==> config.mk <==
export PLATFORM = sky130hd
export DESIGN_NAME = swbr_bridge
export DESIGN_NICKNAME = d
export VERILOG_FILES = /design/src/rtl/swbr_pkg.sv /design/src/rtl/swbr_ctrl.sv /design/src/rtl/swbr_dp.sv /design/src/rtl/swbr_bridge.sv
export SDC_FILE = /design/constraint.sdc
export NUM_CORES = 1
export LEC_CHECK = 0
export BUFFER_PORTS_ARGS = -buffer_cell sky130_fd_sc_hd__buf_2
export CORE_AREA = 2 2 121 135
export CTS_CLUSTER_SIZE = 24
export DETAILED_ROUTE_END_ITERATION = 10
export DIE_AREA = 0 0 123 137
export RECOVER_POWER = 100
export SKIP_LAST_GASP = 1
export SYNTH_ARGS = -nofsm -noshare
export SYNTH_HDL_FRONTEND = slang
export SYNTH_SLANG_ARGS = --single-unit
==> constraint.sdc <==
create_clock -name clk -period 2.5 [get_ports clk]
set_input_delay 0.125 -clock clk [delete_from_list [all_inputs] [get_ports clk]]
set_output_delay 0.125 -clock clk [all_outputs]
set_load 0.05 [all_outputs]
==> src/rtl/swbr_pkg.sv <==
package swbr_pkg;

  localparam int HALF_W = 16;
  localparam int WORD_W = 32;
  localparam int MDIO_ID_W = 5;

  localparam logic [MDIO_ID_W-1:0] PAGE_PHY = 5'h18;
  localparam logic [MDIO_ID_W-1:0] PAGE_REG = 5'h00;
  localparam int MBOX_ADDR = 'h98;

  typedef enum logic [1:0] {
    OP_REG_RD = 2'd0,
    OP_REG_WR = 2'd1,
    OP_PHY_RD = 2'd2,
    OP_PHY_WR = 2'd3
  } opKind_t;

  typedef enum logic [1:0] {
    PH_REG   = 2'd0,
    PH_DUMMY = 2'd1,
    PH_MBOX  = 2'd2,
    PH_POLL  = 2'd3
  } phase_t;

  typedef enum logic [1:0] {
    ST_PAGE   = 2'd0,
    ST_FIRST  = 2'd1,
    ST_SECOND = 2'd2
  } step_t;

  typedef enum logic [1:0] {
    S_IDLE  = 2'd0,
    S_ISSUE = 2'd1,
    S_WAIT  = 2'd2,
    S_DONE  = 2'd3
  } state_t;

  typedef struct packed {
    logic   load;
    logic   issue;
    logic   capture;
    logic   pollClr;
    logic   pollInc;
    phase_t phase;
    step_t  step;
  } bridgeCtl_t;

endpackage

==> src/rtl/swbr_ctrl.sv <==
module swbr_ctrl
  import swbr_pkg::*;
(
  input  logic       clk,
  input  logic       rstN,
  input  logic       reqValid,
  input  opKind_t    reqOp,
  input  logic       mdDone,
  input  logic       hiBusy,
  input  logic       pollLast,
  output bridgeCtl_t ctl,
  output logic       reqReady,
  output logic       ack,
  output logic       timeoutErr
);

  state_t state;
  phase_t phaseQ;
  step_t  stepQ;
  logic   errQ;

  logic loadNow;
  logic doneNow;
  logic isPhyOp;

  assign isPhyOp = (reqOp == OP_PHY_RD) || (reqOp == OP_PHY_WR);
  assign loadNow = (state == S_IDLE) && reqValid;
  assign doneNow = (state == S_WAIT) && mdDone;

  always_ff @(posedge clk) begin
    if (!rstN) begin
      state  <= S_IDLE;
      phaseQ <= PH_REG;
      stepQ  <= ST_PAGE;
      errQ   <= 1'b0;
    end else begin
      case (state)
        S_IDLE: begin
          if (reqValid) begin
            phaseQ <= isPhyOp ? PH_DUMMY : PH_REG;
            stepQ  <= ST_PAGE;
            errQ   <= 1'b0;
            state  <= S_ISSUE;
          end
        end
        S_ISSUE: state <= S_WAIT;
        S_WAIT: begin
          if (mdDone) begin
            if (stepQ == ST_PAGE) begin
              stepQ <= ST_FIRST;
              state <= S_ISSUE;
            end else if (stepQ == ST_FIRST) begin
              stepQ <= ST_SECOND;
              state <= S_ISSUE;
            end else begin
              stepQ <= ST_PAGE;
              case (phaseQ)
                PH_REG: state <= S_DONE;
                PH_DUMMY: begin
                  phaseQ <= PH_MBOX;
                  state  <= S_ISSUE;
                end
                PH_MBOX: begin
                  phaseQ <= PH_POLL;
                  state  <= S_ISSUE;
                end
                default: begin
                  if (!hiBusy) begin
                    state <= S_DONE;
                  end else if (pollLast) begin
                    errQ  <= 1'b1;
                    state <= S_DONE;
                  end else begin
                    state <= S_ISSUE;
                  end
                end
              endcase
            end
          end
        end
        default: state <= S_IDLE;
      endcase
    end
  end

  always_comb begin
    ctl.load    = loadNow;
    ctl.issue   = (state == S_ISSUE);
    ctl.capture = doneNow;
    ctl.pollClr = loadNow;
    ctl.pollInc = doneNow && (stepQ == ST_SECOND) && (phaseQ == PH_POLL) && hiBusy && !pollLast;
    ctl.phase   = phaseQ;
    ctl.step    = stepQ;
  end

  assign reqReady   = (state == S_IDLE);
  assign ack        = (state == S_DONE);
  assign timeoutErr = ack && errQ;

  AST_ACK_SINGLE: assert property (@(posedge clk) disable iff (!rstN)
    ack |=> !ack) else $error("ack longer than one cycle");

  AST_START_PULSE: assert property (@(posedge clk) disable iff (!rstN)
    ctl.issue |=> !ctl.issue) else $error("back-to-back MDIO start");

  AST_ERR_AFTER_LIMIT: assert property (@(posedge clk) disable iff (!rstN)
    (ack && errQ) |-> $past(pollLast)) else $error("timeout before poll limit");

endmodule

==> src/rtl/swbr_dp.sv <==
module swbr_dp
  import swbr_pkg::*;
#(
  parameter int ADDR_W     = 18,
  parameter int POLL_LIMIT = 1000
) (
  input  logic                  clk,
  input  logic                  rstN,
  input  bridgeCtl_t            ctl,
  input  opKind_t               reqOp,
  input  logic [ADDR_W-1:0]     reqAddr,
  input  logic [WORD_W-1:0]     reqData,
  input  logic [MDIO_ID_W-1:0]  reqPhyAddr,
  input  logic [MDIO_ID_W-1:0]  reqPhyReg,
  input  logic [HALF_W-1:0]     mdRdata,
  output logic                  hiBusy,
  output logic                  pollLast,
  output logic                  mdStart,
  output logic                  mdWrite,
  output logic [MDIO_ID_W-1:0]  mdPhy,
  output logic [MDIO_ID_W-1:0]  mdReg,
  output logic [HALF_W-1:0]     mdWdata,
  output logic [WORD_W-1:0]     rdData
);

  localparam int CNT_W = $clog2(POLL_LIMIT + 1);
  localparam logic [ADDR_W-1:0] MBOX = ADDR_W'(MBOX_ADDR);
  localparam logic [CNT_W-1:0] LAST_POLL = CNT_W'(POLL_LIMIT - 1);

  opKind_t               opQ;
  logic [ADDR_W-1:0]     addrQ;
  logic [WORD_W-1:0]     dataQ;
  logic [MDIO_ID_W-1:0]  phyAQ;
  logic [MDIO_ID_W-1:0]  phyRQ;
  logic [HALF_W-1:0]     rdLow;
  logic [HALF_W-1:0]     rdHigh;
  logic [CNT_W-1:0]      pollCnt;

  logic [ADDR_W-1:0]     swAddr;
  logic                  swWrite;
  logic [WORD_W-1:0]     swData;
  logic [WORD_W-1:0]     mboxWord;
  logic                  swap;
  logic                  halfHigh;
  logic [ADDR_W-1:0]     pageBits;

  // Current switch access target, chosen by the sequencing phase
  always_comb begin
    mboxWord = {4'b1100, (opQ == OP_PHY_RD), 1'b0, phyAQ, phyRQ,
                (opQ == OP_PHY_WR) ? dataQ[HALF_W-1:0] : {HALF_W{1'b0}}};
    case (ctl.phase)
      PH_REG: begin
        swAddr  = addrQ;
        swWrite = (opQ == OP_REG_WR);
        swData  = dataQ;
      end
      PH_MBOX: begin
        swAddr  = MBOX;
        swWrite = 1'b1;
        swData  = mboxWord;
      end
      default: begin
        swAddr  = MBOX;
        swWrite = 1'b0;
        swData  = '0;
      end
    endcase
    swap     = (swAddr == MBOX);
    // reads: low then high; writes: high then low, except the mailbox
    halfHigh = (ctl.step == ST_SECOND) ^ (swWrite && !swap);
    pageBits = swAddr >> 9;
  end

  // MDIO command fields
  always_comb begin
    if (ctl.step == ST_PAGE) begin
      mdPhy   = PAGE_PHY;
      mdReg   = PAGE_REG;
      mdWrite = 1'b1;
      mdWdata = HALF_W'(pageBits);
    end else begin
      mdPhy   = {2'b10, swAddr[8:6]};
      mdReg   = {swAddr[5:2], halfHigh};
      mdWrite = swWrite;
      mdWdata = halfHigh ? swData[WORD_W-1:HALF_W] : swData[HALF_W-1:0];
    end
  end

  assign mdStart  = ctl.issue;
  assign hiBusy   = mdRdata[HALF_W-1];
  assign pollLast = (pollCnt == LAST_POLL);

  always_ff @(posedge clk) begin
    if (!rstN) begin
      opQ     <= OP_REG_RD;
      addrQ   <= '0;
      dataQ   <= '0;
      phyAQ   <= '0;
      phyRQ   <= '0;
      rdLow   <= '0;
      rdHigh  <= '0;
      pollCnt <= '0;
    end else begin
      if (ctl.load) begin
        opQ   <= reqOp;
        addrQ <= reqAddr;
        dataQ <= reqData;
        phyAQ <= reqPhyAddr;
        phyRQ <= reqPhyReg;
      end
      if (ctl.capture && !mdWrite) begin
        if (halfHigh) rdHigh <= mdRdata;
        else          rdLow  <= mdRdata;
      end
      if (ctl.pollClr)      pollCnt <= '0;
      else if (ctl.pollInc) pollCnt <= pollCnt + 1'b1;
    end
  end

  always_comb begin
    case (opQ)
      OP_REG_RD: rdData = {rdHigh, rdLow};
      OP_PHY_RD,
      OP_PHY_WR: rdData = {{HALF_W{1'b0}}, rdLow};
      default:   rdData = '0;
    endcase
  end

  AST_READ_HALF_PHY: assert property (@(posedge clk) disable iff (!rstN)
    (mdStart && !mdWrite) |-> (mdPhy[4:3] == 2'b10)) else $error("read outside half-word PHY range");

  AST_POLL_RANGE: assert property (@(posedge clk) disable iff (!rstN)
    (32'(pollCnt) < POLL_LIMIT)) else $error("poll counter past limit");

endmodule

==> src/rtl/swbr_bridge.sv <==
module swbr_bridge
  import swbr_pkg::*;
#(
  parameter int ADDR_W     = 18,
  parameter int POLL_LIMIT = 1000
) (
  input  logic              clk,
  input  logic              rstN,
  input  logic              reqValid,
  input  logic [1:0]        reqOp,
  input  logic [ADDR_W-1:0] reqAddr,
  input  logic [31:0]       reqData,
  input  logic [4:0]        reqPhyAddr,
  input  logic [4:0]        reqPhyReg,
  output logic              reqReady,
  output logic              ack,
  output logic [31:0]       rdData,
  output logic              timeoutErr,
  output logic              mdStart,
  output logic              mdWrite,
  output logic [4:0]        mdPhy,
  output logic [4:0]        mdReg,
  output logic [15:0]       mdWdata,
  input  logic              mdDone,
  input  logic [15:0]       mdRdata
);

  bridgeCtl_t ctl;
  opKind_t    opIn;
  logic       hiBusy;
  logic       pollLast;

  assign opIn = opKind_t'(reqOp);

  swbr_ctrl u_ctrl (
    .clk        (clk),
    .rstN       (rstN),
    .reqValid   (reqValid),
    .reqOp      (opIn),
    .mdDone     (mdDone),
    .hiBusy     (hiBusy),
    .pollLast   (pollLast),
    .ctl        (ctl),
    .reqReady   (reqReady),
    .ack        (ack),
    .timeoutErr (timeoutErr)
  );

  swbr_dp #(
    .ADDR_W     (ADDR_W),
    .POLL_LIMIT (POLL_LIMIT)
  ) u_dp (
    .clk        (clk),
    .rstN       (rstN),
    .ctl        (ctl),
    .reqOp      (opIn),
    .reqAddr    (reqAddr),
    .reqData    (reqData),
    .reqPhyAddr (reqPhyAddr),
    .reqPhyReg  (reqPhyReg),
    .mdRdata    (mdRdata),
    .hiBusy     (hiBusy),
    .pollLast   (pollLast),
    .mdStart    (mdStart),
    .mdWrite    (mdWrite),
    .mdPhy      (mdPhy),
    .mdReg      (mdReg),
    .mdWdata    (mdWdata),
    .rdData     (rdData)
  );

  AST_NO_START_IDLE: assert property (@(posedge clk) disable iff (!rstN)
    reqReady |-> !mdStart) else $error("MDIO start while idle");

endmodule

==> metrics.txt, run 1 <==
# TYPE chip_impl_metric gauge
chip_impl_info{name="run_status",value="complete, no violations"} 1
chip_impl_metric{name="worst-r2r-setup-slack",unit="ps"} 250
chip_impl_metric{name="dieWidth",unit="um"} 123
chip_impl_info{name="worst_r2r_startpoint",value="u_ctrl.phaseQ[0]"} 1
chip_impl_metric{name="min_period_over_period",unit="%"} 98.27
chip_impl_info{name="critical_path.reg2reg.endpoint",value="u_dp.rdHigh[0]"} 1
chip_impl_metric{name="leakage",unit="uW"} 0.002608
chip_impl_metric{name="antenna-diode-count",unit=""} 0
chip_impl_metric{name="postSynthAreaPerCell",unit="um2"} 7.970
chip_impl_metric{name="clock_insertion_delay_worst_skew",unit="ps"} 360
chip_impl_metric{name="gp_congestion",unit=""} 0.8534
chip_impl_metric{name="clk_path_buf_depth",unit=""} 2
chip_impl_metric{name="synth_edf_count",unit=""} 0
chip_impl_metric{name="port_buffers",unit=""} 143
chip_impl_metric{name="critical_path_arrival",unit="ps"} 2330
chip_impl_info{name="timing.hold.worst.class",value="in -> reg"} 1
chip_impl_metric{name="finalInstanceArea",unit="um2"} 6631
chip_impl_info{name="yosys_most_used_dff",value="dfxtp_1"} 1
chip_impl_metric{name="dpl-instance-area",unit="um2"} 6227
chip_impl_metric{name="tightestPinTransition",unit="ps"} 929.1
chip_impl_info{name="crit_path_start_kind",value="register"} 1
chip_impl_metric{name="clkSlewWorstSetupHoldPaths",unit="ps"} 70
chip_impl_metric{name="worst_r2r_path_depth",unit=""} 8
chip_impl_info{name="synth_top_area_cells",value="dfxtp_1 42%, nand2_1 15%, a21boi_0 13%, and2_1 4.2%, mux2i_1 3.0%"} 1
chip_impl_metric{name="peakVddDrop",unit="mV"} 0.3233
chip_impl_info{name="cts_tree",value="yes"} 1
chip_impl_metric{name="grt_first_pass_wirelength",unit="um"} 23700
chip_impl_metric{name="critical-path-max-stage-delay",unit="ps"} 360
chip_impl_metric{name="std_cell_rows",unit=""} 48
chip_impl_metric{name="final.hold.worst_slack",unit="ps"} 10.02
chip_impl_metric{name="grt_antenna_before_repair",unit=""} 1
chip_impl_metric{name="ys_async_rst_share",unit="%"} 0
chip_impl_metric{name="seq_area_frac_synth",unit="%"} 41.93
chip_impl_metric{name="mapped_cells",unit=""} 665
chip_impl_metric{name="grt_pass1_vias",unit=""} 4602
chip_impl_metric{name="die_height",unit="um"} 137
chip_impl_metric{name="max_freq",unit="GHz"} 0.4071
chip_impl_metric{name="worst-endpoint-required",unit="ps"} 2380
chip_impl_metric{name="drt_pass1_iterations",unit=""} 4
chip_impl_info{name="root_buffer",value="clkbuf_16"} 1
chip_impl_metric{name="drt-total-wl",unit="um"} 15600
chip_impl_metric{name="timing.setup.tns",unit="ps"} 0
chip_impl_metric{name="numClockSinks",unit=""} 111
chip_impl_metric{name="grt_start_max_net_pins",unit=""} 100
chip_impl_metric{name="layout-drive-gt1-share",unit="%"} 19.40
chip_impl_info{name="hold_path.startpoint",value="reqData[2]"} 1
chip_impl_metric{name="syn_nets",unit=""} 753
chip_impl_metric{name="timing.final.crit_period",unit="ps"} 2457
chip_impl_info{name="synth.largest_area_cell",value="dfxtp_1"} 1
chip_impl_metric{name="fin_skew",unit="ps"} 7.921
chip_impl_info{name="crit_chain",value="nor4_2 > a41o_1 > a21oi_4 > xnor2_4 > buf_12 > mux2i_1 > clkbuf_4"} 1
chip_impl_metric{name="rel_slew_slack",unit="%"} 38.02
chip_impl_metric{name="grt_overflow_total",unit=""} 0
chip_impl_metric{name="synth.top_cell.area_share",unit="%"} 41.93
chip_impl_metric{name="finalHoldViolCount",unit=""} 0
chip_impl_info{name="hold_path_end",value="u_dp.dataQ[2]"} 1
chip_impl_metric{name="report.final.slew_viol_count",unit=""} 0
chip_impl_metric{name="cap_viol_max_count",unit=""} 0
chip_impl_metric{name="io_pins",unit=""} 145
chip_impl_metric{name="design.final.nets",unit=""} 887
chip_impl_metric{name="drc",unit=""} 0
chip_impl_metric{name="initial_utilization",unit="%"} 34.21
chip_impl_metric{name="drt-initial-drc-count",unit=""} 271
chip_impl_metric{name="via_count",unit=""} 4873
chip_impl_metric{name="grt_usage",unit="%"} 18.34
chip_impl_metric{name="core_area",unit="um2"} 15490
chip_impl_metric{name="critical_path.max_fanout",unit=""} 8
chip_impl_metric{name="postRouteAntennaNets",unit=""} 0
chip_impl_metric{name="syn_to_final_growth",unit="%"} 25.12
chip_impl_metric{name="power.density_cell_area",unit="nW/um2"} 592.8
chip_impl_metric{name="holdPathStages",unit=""} 3
chip_impl_metric{name="vias_per_cell",unit=""} 4.854
chip_impl_metric{name="synth_cell_types",unit=""} 47
chip_impl_metric{name="setup_viol",unit=""} 0
chip_impl_metric{name="synth.yosys.warnings",unit=""} 0
chip_impl_info{name="kind_of_end_point_of_the_critical_path",value="primary output"} 1
chip_impl_metric{name="cts.htree.levels",unit=""} 3
chip_impl_metric{name="dp_hpwl",unit="um"} 11250
chip_impl_metric{name="detail_route.wl_per_cell",unit="um"} 15.53
chip_impl_info{name="worstSetupPathType",value="reg -> out"} 1
chip_impl_metric{name="cts-buffers-inserted",unit=""} 9
chip_impl_info{name="crit_slowest_cell",value="dfxtp_1"} 1
chip_impl_metric{name="postSynthRegisterBits",unit=""} 111
chip_impl_metric{name="floorplan.die_area",unit="um2"} 16850
chip_impl_metric{name="syn_area",unit="um2"} 5300
-- worst max-delay path: cells and delay by family (launching register included) --
kind	cells	cell delay, ps
AOI/OAI and AO/OA	2	360
xor gates and xnor gates	1	260
buffers and inverters	2	450
DFF	1	360
muxes	1	220
and+or+nand+nor	1	330
-- metrics by stage --
| step | total power [uW] | util, % | std cells | setup slack [ps] |
|---|---|---|---|---|
| after floorplan | 2247 | - | 665 | -146.4 |
| after global placement | 2446 | 40.19 | 981 | 297.6 |
| after detailed placement | 2448 | 40.19 | 981 | 236.0 |
| after CTS | 3959 | 42.71 | 1001 | -34.01 |
| after global routing | 4095 | 42.80 | 1004 | -23.32 |
| final | 3931 | 42.80 | 1004 | 43.36 |
-- power by group --
group | internal [uW] | switching (uW) | leakage, uW | total (uW)
Combinational | 206 | 329 | 0.00156 | 534
Sequential | 1840 | 56.4 | 0.000905 | 1890
Clock | 791 | 712 | 0.000144 | 1500
Total | 2830 | 1100 | 0.00261 | 3930
-- synth_stat cells (all sizes together), types with 2 or more instances --
| cell | count |
|---|---|
| a22oi | 18 |
| xnor2 | 2 |
| ha | 6 |
| a21boi | 96 |
| a21oi | 19 |
| o21ai | 7 |
| xor2 | 8 |
| mux2i | 16 |
| a31oi | 2 |
| nor4 | 5 |
| or3 | 2 |
| inv | 7 |
| nand2 | 212 |
| and2 | 36 |
| nand3b | 2 |
| buf | 20 |
| nor2b | 3 |
| clkbuf | 25 |
| nand4 | 5 |
| nor2 | 29 |
| dfxtp | 111 |
| nand3 | 13 |
| and3 | 7 |
-- layer usage --
metal  vias to the layer above  GRT usage, %  routed length (um)
li1                       2478             -                   -
met1                      2243         23.75                7296
met2                       119         29.56                7082
met3                        31         3.625                 804
met4                         2         7.955                 398
met5                         -             0                  13
-- worst max path at each step --
stage,from,to,depth (start not counted)
after global routing,u_ctrl.phaseQ[0],mdWdata[2],9
final,u_dp.addrQ[12],mdWdata[2],7
after detailed placement,u_ctrl.phaseQ[0],mdWdata[2],8
after global placement,u_ctrl.phaseQ[0],mdWdata[2],8
after CTS,u_ctrl.phaseQ[0],mdWdata[2],9
after floorplan,u_ctrl.phaseQ[0],mdWdata[10],8
-- logic make-up (layout without fill, tap and decap cells) --
kind of cell               count (synthesis)  after routing  share of synthesized area (%)
AOI/OAI and AO/OA                        146            146                          20.30
xor gates and xnor gates                  10             10                          2.007
adders and majority gates                  6              6                          1.416
buffers and inverters                     53            192                          4.627
DFF                                      111            111                          41.93
muxes                                     17             17                          3.234
other                                      1              1                        0.07075
and+or+nand+nor                          321            321                          26.42
-- registers in the layout, indices dropped and copies added, names as in the netlist --
signal	flops
u_ctrl.errQ	1
u_dp.pollCnt	10
u_dp.phyRQ	5
u_ctrl.phaseQ	2
u_dp.dataQ	32
u_dp.addrQ	18
u_dp.rdHigh	16
u_dp.rdLow	16
u_dp.opQ	2
u_ctrl.stepQ	2
u_dp.phyAQ	5
u_ctrl.state	2
-- layout by cell type (no fill, tap or decap), types with 3 or more instances in the layout --
cell             n
a21boi_0        95
a21oi_1         17
a22oi_1         18
and2_0           3
and2_1          33
and3_1           7
buf_12           4
buf_2           86
buf_4           19
buf_6            3
clkbuf_1        46
clkbuf_16       10
clkbuf_2         4
dfxtp_1        109
dlygate4sd3_1    3
ha_1             4
inv_1            4
inv_2            3
mux2i_1         14
nand2_1        212
nand3_1         13
nand4_1          5
nor2_1          28
nor2b_1          3
nor4_2           3
o21ai_0          6
xor2_1           8
-- what timing repair did --
| item | CTS | global route |
|---|---|---|
| hold endpoints to repair | 3 | 0 |
| hold buffers | 3 | 0 |
| setup endpoints to repair | 16 | 16 |
| gates resized for setup | 12 | 16 |
| buffers inserted | 1 | 2 |
| pin swaps | 1 | 2 |
| gates cloned | 0 | 1 |
-- area by class of cell --
type	count	area, um2
clock buffer	9	225.2
clock inverter	7	78.83
fill	1670	8864
inverter	8	30.03
multi-input combinational	501	2873
sequential	111	2225
tap	200	250.2
timing repair buffer	168	949.7
Power figures use the tool's default switching activity.
==> run 2: changes to the inputs <==
Settings changed: CORE_AREA 2 2 121 135 to 2 2 91 180, DIE_AREA 0 0 123 137 to 0 0 93 182.
==> run 2 against run 1 <==
Net effect: via count shrank 1.3%; non-clock buffer count shrank 5; wire length shrank 7.6%; worst hold slack gained 3.3 ps; fmax grew 2.0%; register-to-register slack gained 40 ps; flip-flop and latch count is the same; worst setup slack gained 49 ps; sequential share of layout area grew 0.20 points; highest routed layer is now met4; largest cell class unchanged; sequential power is essentially flat; final cell count shrank 0.30%.
==> metrics.txt, run 2 (synthesis results as in run 1) <==
# TYPE chip_impl_metric gauge
chip_impl_info{name="run_status",value="complete, no violations"} 1
chip_impl_metric{name="power.share.combinational",unit="%"} 13.5
chip_impl_info{name="crit_slowest_cell",value="nor4_2"} 1
chip_impl_metric{name="io_pins",unit=""} 145
chip_impl_metric{name="grt_antenna_before_repair",unit=""} 1
chip_impl_info{name="root_buffer",value="clkbuf_16"} 1
chip_impl_info{name="worstSetupPathType",value="reg -> out"} 1
chip_impl_metric{name="final.hold.worst_slack",unit="ps"} 13.35
chip_impl_metric{name="grt_usage",unit="%"} 16.69
chip_impl_metric{name="grt_overflow_total",unit=""} 0
chip_impl_info{name="cts_tree",value="yes"} 1
chip_impl_metric{name="cts.htree.levels",unit=""} 3
chip_impl_metric{name="die_height",unit="um"} 182
chip_impl_metric{name="drc",unit=""} 0
chip_impl_metric{name="syn_to_final_growth",unit="%"} 24.29
chip_impl_metric{name="dp_hpwl",unit="um"} 10310
chip_impl_metric{name="postRouteAntennaNets",unit=""} 0
chip_impl_metric{name="report.final.slew_viol_count",unit=""} 0
chip_impl_metric{name="cts-buffers-inserted",unit=""} 9
chip_impl_info{name="grt_setup_unrepaired",value="yes"} 1
chip_impl_metric{name="grt_pass1_vias",unit=""} 4534
chip_impl_metric{name="leakage",unit="uW"} 0.002687
chip_impl_info{name="kind_of_end_point_of_the_critical_path",value="primary output"} 1
chip_impl_metric{name="dpl-instance-area",unit="um2"} 6228
chip_impl_metric{name="p_seq_share",unit="%"} 49.1
chip_impl_metric{name="clock_insertion_delay_worst_skew",unit="ps"} 350
chip_impl_metric{name="max_freq",unit="GHz"} 0.4153
chip_impl_metric{name="grt_first_pass_wirelength",unit="um"} 22650
chip_impl_metric{name="numClockSinks",unit=""} 111
chip_impl_metric{name="finalInstanceArea",unit="um2"} 6588
chip_impl_info{name="layout_common_cells",value="211 x nand2_1, 110 x dfxtp_1, 107 x buf_2"} 1
chip_impl_metric{name="timing.final.crit_period",unit="ps"} 2408
chip_impl_metric{name="grt_start_max_net_pins",unit=""} 72
chip_impl_metric{name="power.switching",unit="uW"} 1091
chip_impl_metric{name="rel_slew_slack",unit="%"} 10.90
chip_impl_metric{name="regArea",unit="um2"} 2223
chip_impl_metric{name="worst-endpoint-required",unit="ps"} 2380
chip_impl_metric{name="fillers",unit=""} 1654
chip_impl_metric{name="std_cell_rows",unit=""} 65
chip_impl_metric{name="drt-total-wl",unit="um"} 14410
chip_impl_info{name="biggestRegsByFlops",value="u_dp.dataQ (32), u_dp.addrQ (18)"} 1
chip_impl_metric{name="critical_path_arrival",unit="ps"} 2280
chip_impl_info{name="timing.hold.worst.class",value="in -> reg"} 1
chip_impl_metric{name="critical_path.max_fanout",unit=""} 4
chip_impl_info{name="crit_path_start_kind",value="register"} 1
chip_impl_metric{name="gp_congestion",unit=""} 0.8276
chip_impl_metric{name="tightestPinTransition",unit="ps"} 1336
chip_impl_metric{name="vias_per_cell",unit=""} 4.804
chip_impl_metric{name="setup_viol",unit=""} 0
chip_impl_info{name="registers.top_by_ff_count",value="u_dp.dataQ"} 1
chip_impl_metric{name="cap_viol_max_count",unit=""} 0
chip_impl_metric{name="peakVddDrop",unit="mV"} 0.3313
chip_impl_metric{name="layout-drive-gt1-share",unit="%"} 22.15
chip_impl_metric{name="finalHoldViolCount",unit=""} 0
chip_impl_info{name="family_of_cells_with_the_greatest_summed_delay_on_the_critical_path",value="compound AO/OA/AOI/OAI gates"} 1
chip_impl_metric{name="drt_pass1_iterations",unit=""} 5
chip_impl_metric{name="clkSlewWorstSetupHoldPaths",unit="ps"} 80
chip_impl_metric{name="clk_path_buf_depth",unit=""} 2
chip_impl_info{name="layout_commonest_cell",value="nand2_1"} 1
chip_impl_metric{name="swShare",unit="%"} 28.42
chip_impl_metric{name="min_period_over_period",unit="%"} 96.32
chip_impl_metric{name="power.internal",unit="uW"} 2748
chip_impl_metric{name="detail_route.wl_per_cell",unit="um"} 14.39
chip_impl_metric{name="path_buf_inv",unit=""} 2
chip_impl_metric{name="cts-hold-fix-buffers",unit=""} 0
chip_impl_metric{name="core_area",unit="um2"} 15620
chip_impl_metric{name="via_count",unit=""} 4809
chip_impl_metric{name="port_buffers",unit=""} 143
chip_impl_metric{name="design.final.nets",unit=""} 882
chip_impl_info{name="crit_chain",value="nor4_2 > a41o_1 > a21oi_4 > xnor2_4 > buf_4 > mux2i_1 > buf_12"} 1
chip_impl_metric{name="initial_utilization",unit="%"} 33.94
chip_impl_metric{name="flip_flop_count_of_the_largest_register_after_layout",unit=""} 32
chip_impl_metric{name="critical-path-max-stage-delay",unit="ps"} 340
chip_impl_metric{name="power_frac_clock",unit="%"} 37.3
chip_impl_metric{name="area_occupied_by_multi_input_gates",unit="um2"} 2867
chip_impl_metric{name="fin_skew",unit="ps"} 11.53
chip_impl_metric{name="drt-initial-drc-count",unit=""} 240
chip_impl_metric{name="dieWidth",unit="um"} 93
chip_impl_metric{name="floorplan.die_area",unit="um2"} 16930
chip_impl_metric{name="power.density_cell_area",unit="nW/um2"} 582.7
run 2: cell count changes in the layout (fill, tap and decap cells not counted), sizes merged:
cell         previous run  this run
clkinvlp                2         0
dlygate4sd3             3         0
bufinv                  1         0
diode                   0         1
clkinv                  2         4
buf                   112       140
inv                    10        11
clkbuf                 62        32
run 2: tightest hold or removal path: stages:
cell	delay, ps
buf_2	90
nand2_1	40
a21boi_0	60
run 2: worst paths after layout:
check | startpoint | to | slack, ps | depth (start not counted)
max | u_dp.addrQ[2] | mdWdata[8] | 90 | 7
min reg2reg | u_dp.rdLow[10] | u_dp.rdLow[10] | 450 | 2
max reg2reg | u_ctrl.phaseQ[0] | u_dp.rdLow[14] | 290 | 8
min | reqData[29] | u_dp.dataQ[29] | 10 | 3
run 2: metrics by stage:
step | TNS [ps] | util (%) | setup slack [ps] | power, uW | instances
after detailed placement | 0 | 39.89 | 283.0 | 2437 | 980
after global placement | 0 | 39.89 | 352.7 | 2432 | 980
after global routing | -10.19 | 42.19 | -7.125 | 4011 | 1001
after CTS | -500.0 | 42.13 | -56.38 | 3884 | 998
after floorplan | -1531 | - | -146.4 | 2247 | 665
final | 0 | 42.19 | 91.93 | 3839 | 1001
run 2: routing by layer:
metal	track usage, %	vias up	routed length, um
li1	-	2465	-
met1	22.85	2194	6755
met2	26.41	138	6741
met3	2.448	12	676
met4	6.353	0	234
met5	0	-	0
run 2: timing repair:
action / 4_1_cts / 5_1_grt
pin swaps: 1 / 2
setup buffers: 2 / 2
gates resized for setup: 15 / 12
endpoints found under the setup margin: 16 / 16
run 2: area by class of cell:
type / count / share of cell area, %
well taps: 201 / 3.818
diodes: 1 / 0.03799
repair buffers: 163 / 13.90
clock inverters: 7 / 1.102
clock buffers: 9 / 3.419
multi-input cells: 501 / 43.51
inverters: 8 / 0.4558
flip-flops and latches: 111 / 33.75
run 2: power by group through the flow:
stage / Combinational, uW / Sequential (uW) / Clock, uW
2_1_floorplan: 335 / 1910 / 0
3_3_place_gp: 508 / 1920 / 0
3_5_place_dp: 511 / 1930 / 0
4_1_cts: 520 / 1880 / 1480
5_1_grt: 571 / 1900 / 1540
6_report: 519 / 1890 / 1430
==> run 3: changes to the inputs <==
Settings changed: ABC_AREA set to 0, CTS_BUF_LIST set to sky130_fd_sc_hd__clkbuf_8, SETUP_SLACK_MARGIN set to 0.4.
==> run 3 against run 2 <==
Net effect: non-clock buffer count increased by 69; sequential power about the same; wire length rose by 8.3%; die area is the same; design area is 14% higher; worst hold slack better by 6.8 ps; critical path type unchanged; largest power group unchanged.
==> metrics.txt, run 3 (synthesis results as in run 1) <==
# TYPE chip_impl_metric gauge
chip_impl_info{name="run_status",value="complete, no violations"} 1
chip_impl_info{name="crit_path_start_kind",value="register"} 1
chip_impl_info{name="worstSetupPathType",value="reg -> out"} 1
chip_impl_metric{name="via_count",unit=""} 5111
chip_impl_metric{name="clkSlewWorstSetupHoldPaths",unit="ps"} 110
chip_impl_metric{name="clk_path_buf_depth",unit=""} 2
chip_impl_metric{name="gp_congestion",unit=""} 0.8593
chip_impl_metric{name="grt_overflow_total",unit=""} 0
chip_impl_metric{name="report.final.slew_viol_count",unit=""} 0
chip_impl_metric{name="layout-drive-gt1-share",unit="%"} 23.39
chip_impl_metric{name="core_area",unit="um2"} 15620
chip_impl_metric{name="grt_start_max_net_pins",unit=""} 82
chip_impl_metric{name="drt-total-wl",unit="um"} 15610
chip_impl_info{name="registers.top_by_ff_count",value="u_dp.dataQ"} 1
chip_impl_metric{name="cap_viol_max_count",unit=""} 0
chip_impl_info{name="kind_of_end_point_of_the_critical_path",value="primary output"} 1
chip_impl_metric{name="finalInstanceArea",unit="um2"} 7513
chip_impl_metric{name="drt_pass1_iterations",unit=""} 5
chip_impl_metric{name="overall_power_after_layout",unit="uW"} 3589
chip_impl_metric{name="initial_utilization",unit="%"} 33.94
chip_impl_metric{name="vias_per_cell",unit=""} 4.781
chip_impl_metric{name="dieWidth",unit="um"} 93
chip_impl_metric{name="design.final.nets",unit=""} 951
chip_impl_metric{name="final_util",unit="%"} 48.12
chip_impl_metric{name="dpl-instance-area",unit="um2"} 6364
chip_impl_metric{name="drc",unit=""} 0
chip_impl_metric{name="flip_flop_count_of_the_largest_register_after_layout",unit=""} 32
chip_impl_metric{name="tightestPinTransition",unit="ps"} 945.9
chip_impl_metric{name="std_cell_rows",unit=""} 65
chip_impl_metric{name="worst-endpoint-required",unit="ps"} 2380
chip_impl_metric{name="detail_route.wl_per_cell",unit="um"} 14.60
chip_impl_metric{name="syn_to_final_growth",unit="%"} 41.76
chip_impl_metric{name="grt_first_pass_wirelength",unit="um"} 25060
chip_impl_metric{name="grt_usage",unit="%"} 18.32
chip_impl_metric{name="timing.final.crit_period",unit="ps"} 2426
chip_impl_metric{name="grt_antenna_before_repair",unit=""} 0
chip_impl_info{name="grt_setup_unrepaired",value="yes"} 1
chip_impl_metric{name="antenna-diode-count",unit=""} 0
chip_impl_info{name="layout_commonest_cell",value="nand2_1"} 1
chip_impl_metric{name="critical_path_arrival",unit="ps"} 2300
chip_impl_metric{name="cts.htree.levels",unit=""} 3
chip_impl_metric{name="peakVddDrop",unit="mV"} 0.3129
chip_impl_metric{name="dp_hpwl",unit="um"} 10880
chip_impl_metric{name="floorplan.die_area",unit="um2"} 16930
chip_impl_metric{name="critical_path.max_fanout",unit=""} 8
chip_impl_info{name="timing.hold.worst.class",value="in -> reg"} 1
chip_impl_metric{name="fillers",unit=""} 1567
chip_impl_metric{name="final.hold.worst_slack",unit="ps"} 20.13
chip_impl_metric{name="max_freq",unit="GHz"} 0.4122
chip_impl_metric{name="setup_viol",unit=""} 0
chip_impl_info{name="cts_tree",value="yes"} 1
chip_impl_metric{name="numClockSinks",unit=""} 111
chip_impl_metric{name="drt-initial-drc-count",unit=""} 198
chip_impl_metric{name="die_height",unit="um"} 182
chip_impl_metric{name="grt_pass1_vias",unit=""} 5014
chip_impl_info{name="layout_common_cells",value="212 x nand2_1, 106 x buf_2, 106 x dfxtp_1"} 1
chip_impl_metric{name="clock_insertion_delay_worst_skew",unit="ps"} 380
chip_impl_metric{name="rel_slew_slack",unit="%"} 36.90
chip_impl_metric{name="postRouteAntennaNets",unit=""} 0
chip_impl_metric{name="min_period_over_period",unit="%"} 97.04
chip_impl_info{name="biggestRegsByFlops",value="u_dp.dataQ (32), u_dp.addrQ (18)"} 1
chip_impl_metric{name="finalHoldViolCount",unit=""} 0
chip_impl_metric{name="power.density_cell_area",unit="nW/um2"} 477.6
chip_impl_metric{name="leakage",unit="uW"} 0.002930
chip_impl_info{name="root_buffer",value="clkbuf_8"} 1
chip_impl_metric{name="cts-buffers-inserted",unit=""} 9
chip_impl_metric{name="io_pins",unit=""} 145
chip_impl_metric{name="port_buffers",unit=""} 143
chip_impl_metric{name="fin_skew",unit="ps"} 12.74
## run 3: routing by layer
layer | vias to the layer above | track usage, % | wire length [um]
met5 | - | 0 | 0
met4 | 0 | 5.000 | 246
met3 | 20 | 2.863 | 787
met2 | 153 | 31.91 | 7735
met1 | 2343 | 23.22 | 6837
li1 | 2595 | - | -
## run 3: critical path, cell delays in order, from the launching register on
cell and delay (ps):
dfxtp_4 390, inv_6 70, ha_4 140, inv_4 30
a41o_1 220, a21oi_4 230, xnor2_4 180, clkbuf_16 240
mux2i_4 250, buf_6 180
## run 3: final cells by class
type / count / area, um2 / area share [%]
multi-input cells: 501 / 3115 / 41.47
clock inverters: 7 / 52.55 / 0.6994
clock buffers: 9 / 123.9 / 1.649
well taps: 201 / 251.5 / 3.347
inverters: 8 / 41.29 / 0.5495
repair buffers: 232 / 1698 / 22.60
flip-flops and latches: 111 / 2231 / 29.69
## run 3: worst paths after layout
kind	start	end	slack [ps]	depth (start not counted)
setup / recovery	u_ctrl.phaseQ[1]	mdWdata[0]	70	9
hold / removal	reqAddr[10]	u_dp.addrQ[10]	20	3
setup reg to reg	u_ctrl.phaseQ[0]	u_dp.rdLow[8]	460	8
hold reg to reg	u_dp.rdLow[10]	u_dp.rdLow[10]	460	2
## run 3: repair_timing
action,in CTS,in global routing
setup buffers,8,4
pin swaps,6,2
resized for setup,48,12
hold endpoints to repair,80,0
cloned,1,0
setup endpoints to repair,17,44
hold buffers,66,0
## run 3: report_power, final
group | total, uW | internal [uW] | switching [uW] | leakage, uW
Combinational | 672 | 313 | 359 | 0.00193
Clock | 1020 | 375 | 647 | 0.0000908
Sequential | 1900 | 1840 | 57.5 | 0.000907
## run 3: metrics by stage
stage / setup WS, ps / std cells / setup TNS [ps]
floorplan: 277.6 / 665 / 0
global placement: 353.6 / 974 / 0
detailed placement: 284.3 / 974 / 0
CTS: 56.43 / 1065 / 0
global route: -9.972 / 1069 / -10.48
finish: 73.96 / 1069 / 0
